<file path="src/rtl/exc_entry_pkg.sv">
package exc_entry_pkg;
  parameter int unsigned WORD_W = 32;
  parameter int unsigned EVT_W  = 12;

  // Status word bit positions that the entry logic touches.
  localparam int unsigned SR_BLOCK = 28;
  localparam int unsigned SR_BANK  = 29;
  localparam int unsigned SR_MODE  = 30;
  localparam int unsigned SR_MASK_LO = 4;
  localparam int unsigned SR_MASK_HI = 7;

  localparam logic [WORD_W-1:0] HANDLER_OFS = 32'h0000_0600;

  function automatic logic [WORD_W-1:0] entry_set_mask();
    logic [WORD_W-1:0] m;
    m = '0;
    m[SR_BLOCK] = 1'b1;
    m[SR_BANK]  = 1'b1;
    m[SR_MODE]  = 1'b1;
    return m;
  endfunction
endpackage

</file>
<file path="src/rtl/exc_rst_sync.sv">
module exc_rst_sync #(
  parameter int unsigned STAGES = 2
) (
  input  logic clk,
  input  logic rst_n,
  output logic rst_sync_n
);
  logic [STAGES-1:0] sync_q;
  logic [STAGES-1:0] sync_d;

  always_comb begin
    sync_d = {sync_q[STAGES-2:0], 1'b1};
  end

  always_ff @(posedge clk or negedge rst_n) begin
    if (!rst_n) sync_q <= '0;
    else        sync_q <= sync_d;
  end

  assign rst_sync_n = sync_q[STAGES-1];
endmodule

</file>
<file path="src/rtl/exc_accept.sv">
module exc_accept
  import exc_entry_pkg::*;
(
  input  logic              clk,
  input  logic              rst_n,
  input  logic              irq_req,
  input  logic              insn_boundary,
  input  logic [WORD_W-1:0] sr_in,
  output logic              accept
);
  logic blocked;

  always_comb begin
    blocked = sr_in[SR_BLOCK];
    accept  = irq_req & insn_boundary & ~blocked;
  end

  // never accept away from an instruction boundary
  assert_boundary_only_R2: assert property (@(posedge clk) disable iff (!rst_n)
    accept |-> insn_boundary);
  // a set block bit silences the request
  assert_block_gate_R3: assert property (@(posedge clk) disable iff (!rst_n)
    sr_in[SR_BLOCK] |-> !accept);
endmodule

</file>
<file path="src/rtl/exc_state_save.sv">
module exc_state_save
  import exc_entry_pkg::*;
#(
  parameter int unsigned NUM_EVT = 2
) (
  input  logic              clk,
  input  logic              rst_n,
  input  logic              accept,
  input  logic [EVT_W-1:0]  evt_code,
  input  logic [WORD_W-1:0] sr_in,
  input  logic [WORD_W-1:0] pc_in,
  output logic [EVT_W-1:0]  evt_q [NUM_EVT],
  output logic [WORD_W-1:0] ssr_q,
  output logic [WORD_W-1:0] spc_q,
  output logic [WORD_W-1:0] sr_out
);
  localparam logic [WORD_W-1:0] SET_BITS = entry_set_mask();

  logic [WORD_W-1:0] ssr_d, spc_d, sr_d;

  for (genvar g = 0; g < NUM_EVT; g++) begin : g_evt
    logic [EVT_W-1:0] evt_d;
    always_comb begin
      evt_d = evt_q[g];
      if (accept) evt_d = evt_code;
    end
    always_ff @(posedge clk or negedge rst_n) begin
      if (!rst_n) evt_q[g] <= '0;
      else        evt_q[g] <= evt_d;
    end
  end

  always_comb begin
    ssr_d = ssr_q;
    spc_d = spc_q;
    sr_d  = sr_out;
    if (accept) begin
      ssr_d = sr_in;
      spc_d = pc_in;
      sr_d  = sr_in | SET_BITS;
    end
  end

  always_ff @(posedge clk or negedge rst_n) begin
    if (!rst_n) begin
      ssr_q  <= '0;
      spc_q  <= '0;
      sr_out <= '0;
    end else begin
      ssr_q  <= ssr_d;
      spc_q  <= spc_d;
      sr_out <= sr_d;
    end
  end

  // saved copies track the inputs from the accepting cycle
  assert_save_copy_R5: assert property (@(posedge clk) disable iff (!rst_n)
    accept |=> (ssr_q == $past(sr_in)) && (spc_q == $past(pc_in)));
  // mask field survives entry
  assert_mask_kept_R6: assert property (@(posedge clk) disable iff (!rst_n)
    accept |=> sr_out[SR_MASK_HI:SR_MASK_LO] == $past(sr_in[SR_MASK_HI:SR_MASK_LO]));
  // nothing moves without acceptance
  assert_hold_regs_R9: assert property (@(posedge clk) disable iff (!rst_n)
    !accept |=> $stable(ssr_q) && $stable(spc_q) && $stable(sr_out));
endmodule

</file>
<file path="src/rtl/exc_vector_gen.sv">
module exc_vector_gen
  import exc_entry_pkg::*;
(
  input  logic              clk,
  input  logic              rst_n,
  input  logic              accept,
  input  logic [WORD_W-1:0] vbr_in,
  output logic [WORD_W-1:0] pc_out,
  output logic              redirect
);
  logic [WORD_W-1:0] pc_d;
  logic              redirect_d;

  always_comb begin
    pc_d       = pc_out;
    redirect_d = accept;
    if (accept) pc_d = vbr_in + HANDLER_OFS;
  end

  always_ff @(posedge clk or negedge rst_n) begin
    if (!rst_n) begin
      pc_out   <= '0;
      redirect <= 1'b0;
    end else begin
      pc_out   <= pc_d;
      redirect <= redirect_d;
    end
  end

  // handler address relative to the sampled vector base
  assert_target_R7: assert property (@(posedge clk) disable iff (!rst_n)
    redirect |-> pc_out == $past(vbr_in) + HANDLER_OFS);
  // strobe only follows an acceptance
  assert_strobe_cause_R8: assert property (@(posedge clk) disable iff (!rst_n)
    redirect |-> $past(accept));
endmodule

</file>
<file path="src/rtl/exc_entry_seq.sv">
module exc_entry_seq
  import exc_entry_pkg::*;
(
  input  logic              clk,
  input  logic              rst_n,
  input  logic              irq_req,
  input  logic              insn_boundary,
  input  logic [EVT_W-1:0]  evt_code,
  input  logic [WORD_W-1:0] sr_in,
  input  logic [WORD_W-1:0] pc_in,
  input  logic [WORD_W-1:0] vbr_in,
  output logic [EVT_W-1:0]  evt_main,
  output logic [EVT_W-1:0]  evt_aux,
  output logic [WORD_W-1:0] ssr_q,
  output logic [WORD_W-1:0] spc_q,
  output logic [WORD_W-1:0] sr_out,
  output logic [WORD_W-1:0] pc_out,
  output logic              redirect
);
  localparam int unsigned NUM_EVT = 2;

  logic             rst_sync_n;
  logic             accept;
  logic [EVT_W-1:0] evt_q [NUM_EVT];

  exc_rst_sync #(.STAGES(2)) u_rst (
    .clk        (clk),
    .rst_n      (rst_n),
    .rst_sync_n (rst_sync_n)
  );

  exc_accept u_acc (
    .clk           (clk),
    .rst_n         (rst_sync_n),
    .irq_req       (irq_req),
    .insn_boundary (insn_boundary),
    .sr_in         (sr_in),
    .accept        (accept)
  );

  exc_state_save #(.NUM_EVT(NUM_EVT)) u_save (
    .clk      (clk),
    .rst_n    (rst_sync_n),
    .accept   (accept),
    .evt_code (evt_code),
    .sr_in    (sr_in),
    .pc_in    (pc_in),
    .evt_q    (evt_q),
    .ssr_q    (ssr_q),
    .spc_q    (spc_q),
    .sr_out   (sr_out)
  );

  exc_vector_gen u_vec (
    .clk      (clk),
    .rst_n    (rst_sync_n),
    .accept   (accept),
    .vbr_in   (vbr_in),
    .pc_out   (pc_out),
    .redirect (redirect)
  );

  assign evt_main = evt_q[0];
  assign evt_aux  = evt_q[1];

  // both event copies agree after an entry
  assert_evt_pair_R4: assert property (@(posedge clk) disable iff (!rst_sync_n)
    redirect |-> (evt_main == evt_aux) && (evt_main == $past(evt_code)));
  // control bits raised whenever the strobe fires
  assert_ctrl_bits_R6: assert property (@(posedge clk) disable iff (!rst_sync_n)
    redirect |-> sr_out[30:28] == 3'b111);
  // save and redirect land on the same edge
  assert_same_edge_R8: assert property (@(posedge clk) disable iff (!rst_sync_n)
    redirect |-> spc_q == $past(pc_in));
endmodule

</file>
<file path="config.mk">
export PLATFORM = sky130hd
export DESIGN_NAME = exc_entry_seq
export DESIGN_NICKNAME = d
export VERILOG_FILES = /design/src/rtl/exc_entry_pkg.sv /design/src/rtl/exc_rst_sync.sv /design/src/rtl/exc_accept.sv /design/src/rtl/exc_state_save.sv /design/src/rtl/exc_vector_gen.sv /design/src/rtl/exc_entry_seq.sv
export SDC_FILE = /design/constraint.sdc
export NUM_CORES = 1
export LEC_CHECK = 0
export CORE_AREA = 2 2 121 123
export CTS_CLUSTER_DIAMETER = 50
export DETAILED_ROUTE_END_ITERATION = 10
export DIE_AREA = 0 0 123 125
export GPL_TIMING_DRIVEN = 0
export PLACE_DENSITY_LB_ADDON = 0.08
export SYNTH_ARGS = -nofsm -noshare
export SYNTH_HDL_FRONTEND = slang
export SYNTH_SLANG_ARGS = --single-unit
</file>
<file path="constraint.sdc">
create_clock -name clk -period 3.14 [get_ports clk]
set_input_delay 0.628 -clock clk [delete_from_list [all_inputs] [get_ports clk]]
set_output_delay 0.628 -clock clk [all_outputs]
set_load 0.02 [all_outputs]
</file>
==> results of run 1 <==
## final timing paths
check | slack, ps | end | cells after the start
min in group asynchronous | 400 | u_save.ssr_q[1] | 0
worst max-delay path | 1000 | evt_main[10] | 2
worst min register to register | 350 | u_rst.sync_q[1] | 0
max in group asynchronous | 2000 | u_save.ssr_q[11] | 1
worst min-delay path | 350 | u_rst.sync_q[1] | 0
worst max register to register | 2000 | u_save.ssr_q[11] | 1
## critical path, delay by kind of cell, from the launching register on
kind	cells	cell delay, ps
buf+inv	2	730
flops	1	440
## final cells by class
type	count	area (um2)
Buffer	70	445.4
Clock buffer	11	242.7
Clock inverter	5	53.80
Fill cell	1239	6023
Inverter	6	25.02
Multi-Input combinational cell	377	1727
Sequential cell	112	2806
Tap cell	184	230.2
Timing Repair Buffer	263	2650
## cells in the mapped netlist, types with 2 or more instances
cell type	instances	area [um2]
nand2_1	281	1055
dfrtp_1	112	2803
buf_4	46	345.3
o21ai_1	15	75.07
nand3_1	14	70.07
clkbuf_1	13	48.80
buf_2	8	40.04
xnor2_1	8	70.07
and2_1	6	37.54
inv_1	5	18.77
mux2i_1	5	50.05
xor2_1	5	43.79
nand4_1	4	25.02
nor2_1	4	15.01
nor3_1	4	20.02
buf_1	3	11.26
nor4_1	3	18.77
o21ai_0	3	15.01
a21oi_1	2	10.01
mux2_1	2	22.52
nand2b_1	2	12.51
## flip-flops by register name, indices dropped and copies added, names as in the netlist
register / count
u_save.sr_out: 1
u_save.spc_q: 32
u_save.evt_q: 12
u_vec.redirect: 1
u_vec.pc_out: 32
u_rst.sync_q: 2
u_save.ssr_q: 32
## cells in the final DEF, fill, tap and decap left out, types with 4 or more instances in the layout
cell	netlist	final
xnor2_1	8	8
and2_1	6	6
buf_2	8	8
nor2_1	4	4
nand3_1	14	14
nand4_1	4	4
dfrtp_1	112	111
clkdlybuf4s50_1	0	262
clkbuf_1	13	14
buf_4	46	46
clkbuf_16	0	9
o21ai_1	15	15
nor3_1	4	4
nand2_1	281	281
inv_1	5	5
xor2_1	5	5
mux2i_1	5	5
## through the flow
step	instances	total power, W	utilization [%]
detailed placement	1012	0.003490	55.51
global route	1028	0.004849	57.59
floorplan	565	0.002593	-
CTS	1028	0.004663	57.59
finish	1028	0.004609	57.59
global placement	1011	0.003461	55.29
## metal layers
layer  up-vias  GRT usage, %
met5         -             0
met4         0         6.618
met3        20         4.653
met2       160         34.12
met1      2103         23.70
li1       2288             -
## cell families (layout without fill, tap and decap cells)
group	after synthesis	after routing	synth area share (%)
AND/OR/NAND/NOR	331	331	27.78
XOR/XNOR	13	13	2.277
buffers and inverters	76	355	9.410
other	1	1	0.07500
AO/OA/AOI/OAI	24	24	2.703
adder cells (fa/ha/maj)	1	1	0.2502
flip-flops	112	112	56.06
multiplexers	7	7	1.451
## power groups by stage
stage	Combinational [W]	Sequential (W)	Clock, W
final	0.00161	0.00183	0.00116
after global routing	0.00173	0.00187	0.00125
after CTS	0.00163	0.00184	0.00119
after detailed placement	0.00163	0.00186	0
after global placement	0.00159	0.00187	0
after floorplan	0.000466	0.00213	0
==> results.toml, run 1 <==
[sta]
fin_crit_sh_pct = 68.18
fmax_mhz = 467.1
tightest_slew_ps = 726.0
fin_setup_tns_ps = 0
rsz0062_at_grt = "false"
fin_ws_ps = 999.2
finalSetupViolCount = 0
final_hold_viol_count = 0
min_period_ps = 2141
drv_slew = 0
relSlewSlack_pct = 51.60
finalClockSkew_ps = 3.645
hold_slack_ps = 354.1

[floorplan]
coreArea_um2 = 14200
initial_core_util_pct = 35.20
die-height_um = 125
die_w_um = 123
dieArea_um2 = 15380
num_rows = 44
io_pins = 265

[routing]
wl_met3_mm = 1.067
drt_iter0_markers = 192
via_per_inst = 4.446
maxUsedRoutingLayer = "met4"
wl_per_cell_um = 14.54
drcViolationCount = 0
route.met2.wl_mm = 7.664
antenna_left = 0
dr_total_vias = 4571
drt_wl_total_mm = 14.94
met1_length_mm = 5.903
dr.pass1.iters = 4

[synth]
ys_types = 41
synth_seq_cells = 112
synthFlopType = "dfrtp_1"
yosysSeqAreaShare_pct = 56.06
synthCells = 565
yosys_warnings = 0
synth_edf_count = 0
async_flop_share_pct = 100.0
synth_nets = 678
avgSynthCellArea_um2 = 8.849
synth_area_um2 = 5000

[cts]
numCtsBuffers = 9
cts-htree-levels = 3
cts_resized = 0
clk_path_buf_depth = 2
cts.hold.buffers_added = 0
path_clk_slew_ps = 70
post_cts_buffers = 0
clockRootBuffer = "clkbuf_16"
clock_sinks = 112
clkLatencyLatePin_ps = 350
cts_tree = "done"

[global_route]
grt_pass1_wl_mm = 23.40
grtUsageTotal_pct = 19.64
gr-total-overflow = 0
grt_max_degree = 58
first_global_vias = 4413
antenna_found_initial = 0

[pwr]
pwr_density_cell_nw_per_um2 = 563.5
combPwrFrac_pct = 35.0
p_sw_share_pct = 31.63
power_frac_seq_pct = 39.8
power.switching_w = 0.001458
power_frac_clock_pct = 25.3
cellLeakagePower_nw = 3.872
power.internal_w = 0.003151
ir_drop_v = 0.0002220

[layout]
stdcell_area_um2 = 8180
layout.nets = 952
synthToLayoutAreaGrowth_pct = 63.61
layout-drive-gt1-share_pct = 9.242
antennaDiodeCount = 0

[status]
status = "finished, final reports clean"

[setup_path]
crit_path_end_kind = "output pin"
critPathArrivalTime_ps = 1510
crit_chain = "buf_4, clkdlybuf4s50_1"
critPathKind = "flip-flop to output pin"
slowest_stage = "clkdlybuf4s50_1"
cp-startpoint = "u_save.evt_q[10]"
r2r_start = "u_rst.sync_q[1]"
cp.required_ps = 2510
critPathMaxStageDelay_ps = 590
crit_fanout = 3
startpoint_type = "flip-flop"

[worst_hold_path]
holdCritPathClass = "flip-flop to flip-flop"
min_from = "u_rst.sync_q[0]"

[placement]
place_hpwl_mm = 11.58
place_congestion = 0.8266
port_buffers = 262
placed_cell_area_um2 = 7884
dp_slack_ps = 710.8

[run]
maxCapViolations = 0
No activity file was read; power rests on OpenSTA's default activity.
==> run 2: changes to the inputs <==
--- a/config.mk
+++ b/config.mk
@@ -5,10 +5,10 @@
 export SDC_FILE = /design/constraint.sdc
 export NUM_CORES = 1
 export LEC_CHECK = 0
-export CORE_AREA = 2 2 121 123
+export CORE_AREA = 2 2 115 117
 export CTS_CLUSTER_DIAMETER = 50
 export DETAILED_ROUTE_END_ITERATION = 10
-export DIE_AREA = 0 0 123 125
+export DIE_AREA = 0 0 117 119
 export GPL_TIMING_DRIVEN = 0
 export PLACE_DENSITY_LB_ADDON = 0.08
 export SYNTH_ARGS = -nofsm -noshare
==> constraint.sdc (replaced) <==
create_clock -name clk -period 2.05 [get_ports clk]
set_input_delay 0.41 -clock clk [delete_from_list [all_inputs] [get_ports clk]]
set_output_delay 0.41 -clock clk [all_outputs]
set_load 0.02 [all_outputs]
==> run 2 against run 1 <==
Hold slack got worse by 140 ps. Core utilization rose by 5.9 points. Worst setup slack got worse by 850 ps. Combinational power rose by 55%. Die area is 9.4% lower. Critical endpoint is now ssr_q[4]. Sequential share of layout area did not move. Cell area is the same.
==> results.toml, run 2 (synthesis results as in run 1) <==
[status]
status = "finished, final reports clean"

[cts]
path_clk_slew_ps = 70
cts_tree = "done"
numCtsBuffers = 9
clkLatencyLatePin_ps = 350
post_cts_buffers = 0
cts.hold.buffers_added = 0
cts_resized = 0
clock_sinks = 112
cts-htree-levels = 3
clockRootBuffer = "clkbuf_16"
clk_path_buf_depth = 2

[floorplan]
io_pins = 265
coreArea_um2 = 12870
die-height_um = 119
initial_core_util_pct = 38.83
dieArea_um2 = 13920
num_rows = 42
die_w_um = 117

[setup_path]
reg2reg_depth = 1
crit_fanout = 3
crit_path_end_kind = "output pin"
startpoint_type = "flip-flop"
r2r_start = "u_rst.sync_q[1]"
r2r_end = "u_save.evt_q[7]"
cp.required_ps = 1640
critPathKind = "flip-flop to output pin"
critPathArrivalTime_ps = 1490
ff2ff_setup_slack_ps = 960

[layout]
multi_input_area_um2 = 1727
synthToLayoutAreaGrowth_pct = 63.61
antennaDiodeCount = 0
mostFrequentLayoutCell = "nand2_1"
num-fill-cells = 1130
top_regs = "u_save.spc_q (32), u_save.ssr_q (32), u_vec.pc_out (32)"
layout.nets = 952
seq_area_um2 = 2806
layout-drive-gt1-share_pct = 9.242
stdcell_area_um2 = 8180
layout_common_cells = "281 x nand2_1, 262 x clkdlybuf4s50_1, 111 x dfrtp_1, 46 x buf_4, 15 x o21ai_1"

[routing]
dr_total_vias = 4668
antenna_left = 0
wl_per_cell_um = 14.75
dr.pass1.iters = 4
drt_iter0_markers = 204
drt_wl_total_mm = 15.04
drcViolationCount = 0
via_per_inst = 4.576

[sta]
fmax_mhz = 525.9
final_hold_viol_count = 0
tightest_slew_ps = 599.9
hold_slack_ps = 213.9
fin_crit_sh_pct = 92.76
min_period_ps = 1901
fin_ws_ps = 148.5
relSlewSlack_pct = 60.01
finalClockSkew_ps = 8.137
finalSetupViolCount = 0
drv_slew = 0
rsz0062_at_grt = "false"

[global_route]
first_global_vias = 4652
antenna_found_initial = 0
grt_pass1_wl_mm = 23.76
grt_max_degree = 68
gr-total-overflow = 0
grtUsageTotal_pct = 21.98

[pwr]
ir_drop_v = 0.0003676
pwr_density_cell_nw_per_um2 = 864.2
cellLeakagePower_nw = 3.875

[placement]
dp_slack_ps = -164.0
placed_cell_area_um2 = 7874
place_hpwl_mm = 11.71
port_buffers = 262
place_congestion = 0.8144

[run]
maxCapViolations = 0

[worst_hold_path]
holdCritPathClass = "input port to async pin"
## run 2: changes by cell type in the layout (fill, tap and decap cells not counted)
cell,delta
bufinv_16,-1
clkinv_2,-3
clkbuf_8,+4
inv_6,-1
clkinv_4,+1
## run 2: per-stage QoR
stage | power [W] | setup TNS [ps] | instances | util (%)
after global placement | 0.005292 | -68740 | 1003 | 60.92
after floorplan | 0.003972 | 0 | 565 | -
final | 0.007070 | 0 | 1020 | 63.54
after global routing | 0.007417 | 0 | 1020 | 63.54
after CTS | 0.007140 | 0 | 1020 | 63.54
after detailed placement | 0.005356 | -11770 | 1004 | 61.16
## run 2: worst max-delay path by stage
stage | depth (start not counted) | start | slack, ps | endpoint
finish | 2 | u_save.ssr_q[4] | 150 | ssr_q[4]
global placement | 0 | u_rst.sync_q[1] | -560 | u_save.ssr_q[17]
floorplan | 0 | u_rst.sync_q[1] | 180 | u_save.evt_q[0]
detailed placement | 7 | insn_boundary | -160 | u_save.evt_q[6]
global route | 6 | sr_in[28] | 40 | u_save.ssr_q[3]
CTS | 2 | u_save.ssr_q[4] | 120 | ssr_q[4]
## run 2: per-layer routing
layer,track usage (%),routed length [um],vias to the layer above
met4,6.912,216,0
met2,38.08,7679,176
met5,0,0,-
met3,5.700,1250,13
li1,-,-,2281
met1,26.47,5897,2198
## run 2: area by class of cell
cell class	instances	share of cell area [%]
inverter	6	0.3059
multi-input combinational	377	21.11
sequential	112	34.31
clock buffer	15	3.640
tap	176	2.692
timing repair buffer	263	32.40
clock inverter	1	0.1071
buffer	70	5.445
## run 2: where the power goes
part	switching [W]	total, W	internal, W	leakage [nW]
Clock	0.000784	0.00178	0.000996	0.152
Sequential	0.000244	0.00280	0.00256	1.39
Combinational	0.00120	0.00249	0.00129	2.34
## run 2: critical path, cell delays in order (launching register included)
cell	delay (ps)
dfrtp_1	400
buf_4	120
clkdlybuf4s50_1	630
